## src/rtl/sclDivPkg.sv

```systemverilog
package sclDivPkg;

  typedef enum logic [1:0] {
    PH_IDLE = 2'd0,
    PH_LOW  = 2'd1,
    PH_WAIT = 2'd2,
    PH_HIGH = 2'd3
  } phase_e;

  // strobes from control to datapath
  typedef struct packed {
    logic countEn;   // a counted phase is running
    logic phaseLow;  // select low-phase length
    logic clrCnt;    // restart prescaler and tick counter
    logic loadCfg;   // capture a new divider setting
  } divCtl_t;

endpackage

```

## src/rtl/sclDivData.sv

```systemverilog
module sclDivData
  import sclDivPkg::*;
#(
  parameter int CDF_W  = 3,
  parameter int SCGD_W = 6
) (
  input  logic                    clk,
  input  logic                    rstN,
  input  logic [CDF_W+SCGD_W-1:0] divCfg,
  input  divCtl_t                 ctl,
  output logic                    ickTick,
  output logic                    phaseDone
);
  localparam int CFG_W  = CDF_W + SCGD_W;
  localparam int BASE_W = SCGD_W + 4;
  localparam int CNT_W  = BASE_W - 1;

  logic [CFG_W-1:0]  cfgQ;
  logic [CDF_W-1:0]  preCnt;
  logic [CNT_W-1:0]  tickCnt;
  logic [CDF_W-1:0]  cdfVal;
  logic [SCGD_W-1:0] scgdVal;
  logic [BASE_W-1:0] baseLen;
  logic [BASE_W-1:0] baseUp;
  logic [CNT_W-1:0]  lowLen;
  logic [CNT_W-1:0]  highLen;
  logic [CNT_W-1:0]  lastCnt;

  assign cdfVal  = cfgQ[CDF_W-1:0];
  assign scgdVal = cfgQ[CFG_W-1:CDF_W];

  // base period 20 + 8*S ticks, split with odd tick to low phase
  assign baseLen = BASE_W'(20) + BASE_W'({scgdVal, 3'b000});
  assign baseUp  = baseLen + BASE_W'(1);
  assign lowLen  = baseUp[BASE_W-1:1];
  assign highLen = baseLen[BASE_W-1:1];
  assign lastCnt = ctl.phaseLow ? (lowLen - CNT_W'(1)) : (highLen - CNT_W'(1));

  assign ickTick   = ctl.countEn && (preCnt == cdfVal);
  assign phaseDone = ickTick && (tickCnt == lastCnt);

  always_ff @(posedge clk or negedge rstN) begin
    if (!rstN) begin
      cfgQ <= '0;
    end else if (ctl.loadCfg) begin
      cfgQ <= divCfg;
    end
  end

  always_ff @(posedge clk or negedge rstN) begin
    if (!rstN) begin
      preCnt  <= '0;
      tickCnt <= '0;
    end else if (ctl.clrCnt) begin
      preCnt  <= '0;
      tickCnt <= '0;
    end else if (ctl.countEn) begin
      preCnt <= ickTick ? '0 : preCnt + CDF_W'(1);
      if (ickTick) begin
        tickCnt <= tickCnt + CNT_W'(1);
      end
    end
  end

endmodule

```

## src/rtl/sclDivCtrl.sv

```systemverilog
module sclDivCtrl
  import sclDivPkg::*;
(
  input  logic    clk,
  input  logic    rstN,
  input  logic    enable,
  input  logic    sclIn,
  input  logic    phaseDone,
  output divCtl_t ctl,
  output logic    sclOut,
  output logic    riseWait,
  output logic    lowStart,
  output logic    highStart
);
  phase_e phase;
  phase_e phaseNext;

  always_comb begin
    phaseNext = phase;
    if (!enable) begin
      phaseNext = PH_IDLE;
    end else begin
      unique case (phase)
        PH_IDLE: phaseNext = PH_LOW;
        PH_LOW:  if (phaseDone) phaseNext = PH_WAIT;
        PH_WAIT: if (sclIn) phaseNext = PH_HIGH;
        PH_HIGH: if (phaseDone) phaseNext = PH_LOW;
        default: phaseNext = PH_IDLE;
      endcase
    end
  end

  always_comb begin
    ctl.countEn  = enable && ((phase == PH_LOW) || (phase == PH_HIGH));
    ctl.phaseLow = (phase == PH_LOW);
    ctl.clrCnt   = !ctl.countEn || phaseDone;
    ctl.loadCfg  = (phase == PH_IDLE) || ((phase == PH_HIGH) && phaseDone);
  end

  always_ff @(posedge clk or negedge rstN) begin
    if (!rstN) begin
      phase     <= PH_IDLE;
      lowStart  <= 1'b0;
      highStart <= 1'b0;
    end else begin
      phase     <= phaseNext;
      lowStart  <= (phaseNext == PH_LOW) && (phase != PH_LOW);
      highStart <= (phaseNext == PH_HIGH) && (phase != PH_HIGH);
    end
  end

  assign sclOut   = (phase != PH_LOW);
  assign riseWait = (phase == PH_WAIT);

endmodule

```

## src/rtl/sclClockDivider.sv

```systemverilog
module sclClockDivider
  import sclDivPkg::*;
#(
  parameter int CDF_W  = 3,
  parameter int SCGD_W = 6
) (
  input  logic                    clk,
  input  logic                    rstN,
  input  logic                    enable,
  input  logic [CDF_W+SCGD_W-1:0] divCfg,
  input  logic                    sclIn,
  output logic                    ickTick,
  output logic                    sclOut,
  output logic                    lowStart,
  output logic                    highStart,
  output logic                    riseWait
);
  divCtl_t ctl;
  logic    phaseDone;

  sclDivCtrl u_ctrl (
    .clk       (clk),
    .rstN      (rstN),
    .enable    (enable),
    .sclIn     (sclIn),
    .phaseDone (phaseDone),
    .ctl       (ctl),
    .sclOut    (sclOut),
    .riseWait  (riseWait),
    .lowStart  (lowStart),
    .highStart (highStart)
  );

  sclDivData #(
    .CDF_W  (CDF_W),
    .SCGD_W (SCGD_W)
  ) u_data (
    .clk       (clk),
    .rstN      (rstN),
    .divCfg    (divCfg),
    .ctl       (ctl),
    .ickTick   (ickTick),
    .phaseDone (phaseDone)
  );

endmodule

```

## config.mk

```make
export PLATFORM = sky130hd
export DESIGN_NAME = sclClockDivider
export DESIGN_NICKNAME = d
export VERILOG_FILES = /design/src/rtl/sclDivPkg.sv /design/src/rtl/sclDivData.sv /design/src/rtl/sclDivCtrl.sv /design/src/rtl/sclClockDivider.sv
export SDC_FILE = /design/constraint.sdc
export NUM_CORES = 1
export LEC_CHECK = 0
export ABC_CLOCK_PERIOD_IN_PS = 2500
export BUFFER_PORTS_ARGS = -buffer_cell sky130_fd_sc_hd__buf_2
export CORE_MARGIN = 3
export CORE_UTILIZATION = 50
export DETAILED_ROUTE_END_ITERATION = 16
export PLACE_DENSITY = 0.76
export SLEW_MARGIN = 25
export SYNTH_ARGS = -nofsm -noshare
export SYNTH_HDL_FRONTEND = slang
export SYNTH_SLANG_ARGS = --single-unit
```

## constraint.sdc

```tcl
create_clock -name clk -period 2.5 [get_ports clk]
set_input_delay 0.125 -clock clk [delete_from_list [all_inputs] [get_ports clk]]
set_output_delay 0.125 -clock clk [all_outputs]
set_load 0.1 [all_outputs]
```

-- After elaboration in Yosys (flattened, before gate mapping)
Cells that the tools add are included.
- register bits after elaboration: 25
- latch bits: 0
- memory bits (writable): 0
- ROM bits: 0
- bits of input ports: 13
- output and inout bits: 5
- logic and storage cells: 47
- memories: 0
- add/sub/neg operators: 6
- multiply operators: 0
- div/mod/pow operators: 0
- magnitude comparators: 0
- equal/unequal tests: 9
- shifts and indexed selects: 0
- mux-type cells: 12
- bitwise operators: 0
- reductions and logical operators: 14
- operator list (operator ; count):
    two-way mux 9 bit ; 4
    subtractor 9 x 1 -> 9 bit (second input constant) ; 2
    adder 10 x 1 -> 10 bit (second input constant) ; 1
    adder 5 x 9 -> 10 bit (first input constant) ; 1
    adder 9 x 1 -> 9 bit (second input constant) ; 1
    equality test 9 bit ; 1
    two-way mux 3 bit ; 3
    two-way mux 2 bit ; 4
    case mux 2 bit (4 select lines) ; 1
    equality test 2 bit (second input constant) ; 3
    logical AND 1 bit ; 6
    equality test 2 x 1 -> 1 bit (second input constant) ; 2
    nonzero test 2 bit ; 2
    adder 3 x 1 -> 3 bit (second input constant) ; 1
    equality test 3 bit ; 1
    logical OR 1 bit ; 3
    zero test 2 bit ; 1
    != test 2 x 1 -> 1 bit (second input constant) ; 1
    != test 2 bit (second input constant) ; 1
    AND reduction 2 bit ; 1
    zero test 1 bit ; 1

-- Longest topological paths before layout
- word-level depth: 11
- mapped depth: 8
- mapped depth without buffers: 6

-- Hierarchy
Synthesis repeated with hierarchy kept, for this count alone.
- cells, all modules: 123
- area total of the unflattened synthesis: 1320.0 um^2
- by module, submodules not included (module ; times used ; cells an instance ; area an instance (um^2) ; seq. area each (um^2)):
    sclDivData ; 1 ; 102 ; 1111.1 ; 525.5
    sclDivCtrl ; 1 ; 21 ; 209.0 ; 100.1

-- Least setup slack after synthesis
OpenSTA, ideal clock, no wires.
- path kind: register -> register
- start: register u_ctrl.phase[1]
- end: register u_ctrl.highStart
- setup time: 0.073 ns
- data arrival time: 2.323 ns
- data required time: 2.427 ns
- setup slack: 0.104 ns
- stages on the path, launching flop included: 5
- buffers on the path: 1
- clock period less this slack: 2.396 ns
- path through: dfrtp_1 -> clkbuf_1 -> inv_1 -> nor2_1 -> and3_1
- elaborated cells between the ends (all ways): 18
- classes of those cells: 6 x eq/ne; 6 x mux; 6 x reduce/logical
- RTL lines (what ; RTL line ; RTL):
    start: declaration ; sclDivCtrl.sv:15 ; phase_e phase;
    start signal: assignment ; sclDivCtrl.sv:46 ; phase <= phaseNext;
    equality test 2 bit ; -- ;
    net riseWait ; sclClockDivider.sv:16 ; output logic riseWait
    case mux 2 bit (4 select lines) ; sclDivCtrl.sv:23 ; unique case (phase)
    two-way mux 2 bit ; sclDivCtrl.sv:20 ; if (!enable) begin
    equality test 2 bit ; sclDivCtrl.sv:48 ; highStart <= (phaseNext == PH_HIGH) && (phase != PH_HIGH);
    logical AND 1 bit ; sclDivCtrl.sv:48 ;
    end signal: assignment ; sclDivCtrl.sv:48 ;
    end: declaration ; sclDivCtrl.sv:13 ; output logic highStart
The timed path passes the listed nets, and every way through them passes these cells.
A chain may end at the register's enable or synchronous reset.

-- Worst setup path in the final report
- start: register u_data.cfgQ[2]
- end: register u_data.cfgQ[7]
- word-level cells in the longest chain between the ends: 5
- RTL lines (what ; RTL line ; RTL):
    start: declaration ; sclDivData.sv:18 ; logic [CFG_W-1:0] cfgQ;
    start signal: assignment ; sclDivData.sv:46 ; cfgQ <= divCfg;
    equality test 3 bit ; sclDivData.sv:39 ; assign ickTick = ctl.countEn && (preCnt == cdfVal);
    logical AND 1 bit ; sclDivData.sv:39 ;
    logical AND 1 bit ; sclDivData.sv:40 ; assign phaseDone = ickTick && (tickCnt == lastCnt);
    logical AND 1 bit ; sclDivCtrl.sv:37 ; ctl.loadCfg = (phase == PH_IDLE) || ((phase == PH_HIGH) && phaseDone);
    logical OR 1 bit ; sclDivCtrl.sv:37 ;
Every way passes these cells.

==> results.md <==
* Startpoint class of the critical path: register
* Postcts setup bufs at 0
* Leakage at ~0.69 nW
* Diodes inserted at 0
* Site Rows at 19
* Syn_area_per_cell at 9.53 um^2
* ANT nets after route at 0
* Netlist cell types at 39
* TritonCTS clock tree: yes
* Pre-Repair DR Iteration Count at 5
* Clock tree buffer depth at 2
* EDFF count, synth at 0
* Final core occ at 60.4%
* Syn Nets at approximately 190
* Layout cells sized above 1 at 19.0%
* Post-Route WL at around 3.4 mm
* Worst-case clock skew at between 3 and 4 ps
* CP Capture Type: register
* MaxCap Viol Count at 0
* Fin nets at 202
* Worst Hold Class: input pin to register
* Crit share post-route at 90.8%
* Initial core utilization at 55.2%
* Max FO, Critical Path at 20
* Die Ht at around 63 um
* Peak VDD IR at ~390 uV
* First-pass GRT wire length at 6.11 mm
* Warning count from the yosys run at 0
* DRC viols at 0
* Final Critical Period at 2270 ps
* Vias in the first global route at between 1000 and 1500
* IO Pins at 18
* Worst rel slew slack at a little under half
* Initial antenna violation count at 0
* Grt ovf at 0
* Post-Synthesis Cells at ~170
* # port buffers at 17
* Clock Sinks at 25
* Mapped Area at 1600 um^2
* Clk slew on worst S/H paths at between 100 and 150 ps
* Status: finished clean
* Placed cells at around 220
* Commonest register cell after synthesis: dfrtp_1
* GP Congestion at around 0.82
* Final Hold Fails at 0
* Worst-Skew Late Latency at 320 ps
* Final instance area at 1750 um^2
* Dpl hpwl at between 2 and 2.5 mm
* Critical path, cell by cell: xnor2_2 -> nand3_4 -> or4b_4 -> or4_1 -> nand3_1
* Flops & latches, synth at 25
* Non-filler cells, final at 226
* Fraction of the yosys area taken by sequential cells at 39.1%
* Worst hold slack at 35.1 ps
* Max frequency at ~0.44 GHz
* Vias after detailed routing at 1393
* DIE AREA at around 3900 um^2
* Critical path type: register to register
* Core Footprint at 2900 um^2
* Final setup viols at 0
* PwrDens at 451 nW/um^2
* Slowest cell on crit path: or4b_4
* Synth async-reset ratio at 100%
* Max Slew Vio Count at 0
* Die span in x at between 60 and 70 um
* Required time worst endpoint at between 2000 and 3000 ps
* H-Tree Depth at 1
* Via-to-Cell Ratio at slightly above 6
* Crit path arrival time at roughly 2500 ps
* Placed cell area at 1720 um^2
* Layout area overhead at 9.54%
* CTS Buf Count at 3
* Root buffer cell: clkbuf_4
* DR WL/cell at around 15 um
* Total negative slack at 0 ps
* Largest net degree at the start of global routing at 26
* Unrepaired setup endpoints after global routing: false
* Initial DRC count at 159
* Total track usage at 19.0%
* Crit-path max cell delay at 690 ps
* Worst-Margin Slew at just under 800 ps
[report_power, final]
part	internal, mW	leakage, nW	switching (mW)
Clock	0.0599	0.0177	0.122
Sequential	0.422	0.329	0.0264
Combinational	0.0586	0.346	0.101
[critical path: cells and delay by family, from the launching register on]
family	cells	cell delay, ps
DFF	1	460
and+or+nand+nor	4	1470
xor gates and xnor gates	1	270
[path summary, 6_finish.rpt]
check / cells after the start / slack [ps] / end / from
min in group asynchronous: 2 / 300 / u_data.tickCnt[4] / rstN
worst max-delay path: 5 / 230 / u_data.cfgQ[7] / u_data.cfgQ[2]
worst min register to register: 1 / 590 / u_data.preCnt[0] / u_data.preCnt[0]
max in group asynchronous: 2 / 1840 / u_data.tickCnt[6] / rstN
worst max register to register: 5 / 230 / u_data.cfgQ[7] / u_data.cfgQ[2]
worst min-delay path: 3 / 40 / u_data.cfgQ[2] / divCfg[2]
[cell usage in the layout (no fill, tap or decap), types with 2 or more instances in the layout]
master     n
ha_1       4
nor4b_1    2
a22oi_1    9
and3_1     2
xnor2_2    2
inv_1      5
nand4_1    5
nor3_1    12
dfrtp_1   25
xor2_1     2
a31oi_1    2
nand2_1   14
nand3_1   15
xnor2_1   12
o311ai_0   4
o21ai_0    3
buf_4      4
o311ai_1   5
or4_1      9
and2_1     2
buf_2     17
nor2_1     8
clkbuf_4   3
[metal layers]
| metal | part of all wire, % | vias up | GRT usage, % |
|---|---|---|---|
| li1 | - | 670 | - |
| met1 | 46 | 673 | 25.5 |
| met2 | 48 | 45 | 32.1 |
| met3 | 4.7 | 5 | 3.42 |
| met4 | 1.2 | 0 | 3.58 |
| met5 | 0 | - | 0 |
[metrics by stage]
stage	setup slack, ps	total power, mW
2_1_floorplan	104	0.562
5_1_grt	50.8	0.836
3_3_place_gp	335	0.605
4_1_cts	219	0.794
3_5_place_dp	259	0.611
6_report	231	0.790
[state kept, by name, indices dropped and copies added, names as in the netlist]
register and flops:
u_data.cfgQ 9, u_data.tickCnt 9, u_data.preCnt 3, u_ctrl.phase 2, u_ctrl.highStart 1, u_ctrl.lowStart 1
[layout make-up]
type	instances	area, um^2
multi-input cells	128	903
fillers	268	1150
well taps	42	52.6
repair buffers	22	125
clock buffers	3	22.5
inverters	5	18.8
clock inverters	1	5.00
flip-flops and latches	25	626
[cell usage after synthesis (all sizes together), types with 3 or more instances]
library cell	number	area [um^2]
inv	5	18.8
nand4	5	31.3
o311ai	9	78.8
dfrtp	25	626
o21ai	3	15.0
clkbuf	7	26.3
ha	4	50.1
and2	3	20.0
or4	9	67.6
nand3	17	103
buf	3	26.3
nor3	13	70.1
nor2	8	30.0
a22oi	9	67.6
xnor2	15	165
nand2	14	52.6
[cells by family (layout without fill, tap and decap cells)]
family,Yosys count,after routing,share of synthesized area [%]
DFF,25,25,39.1
AOI/OAI and AO/OA,30,30,14.5
adders and majority gates,4,4,3.13
xor gates and xnor gates,17,17,11.4
and+or+nand+nor,77,77,27.4
buffers and inverters,15,31,4.46
[repair_timing]
action | 4_1_cts | 5_1_grt
gates resized for setup | 0 | 0
endpoints found under the hold margin | 25 | 0
hold buffers | 1 | 0
Power figures use the tool's default switching activity.
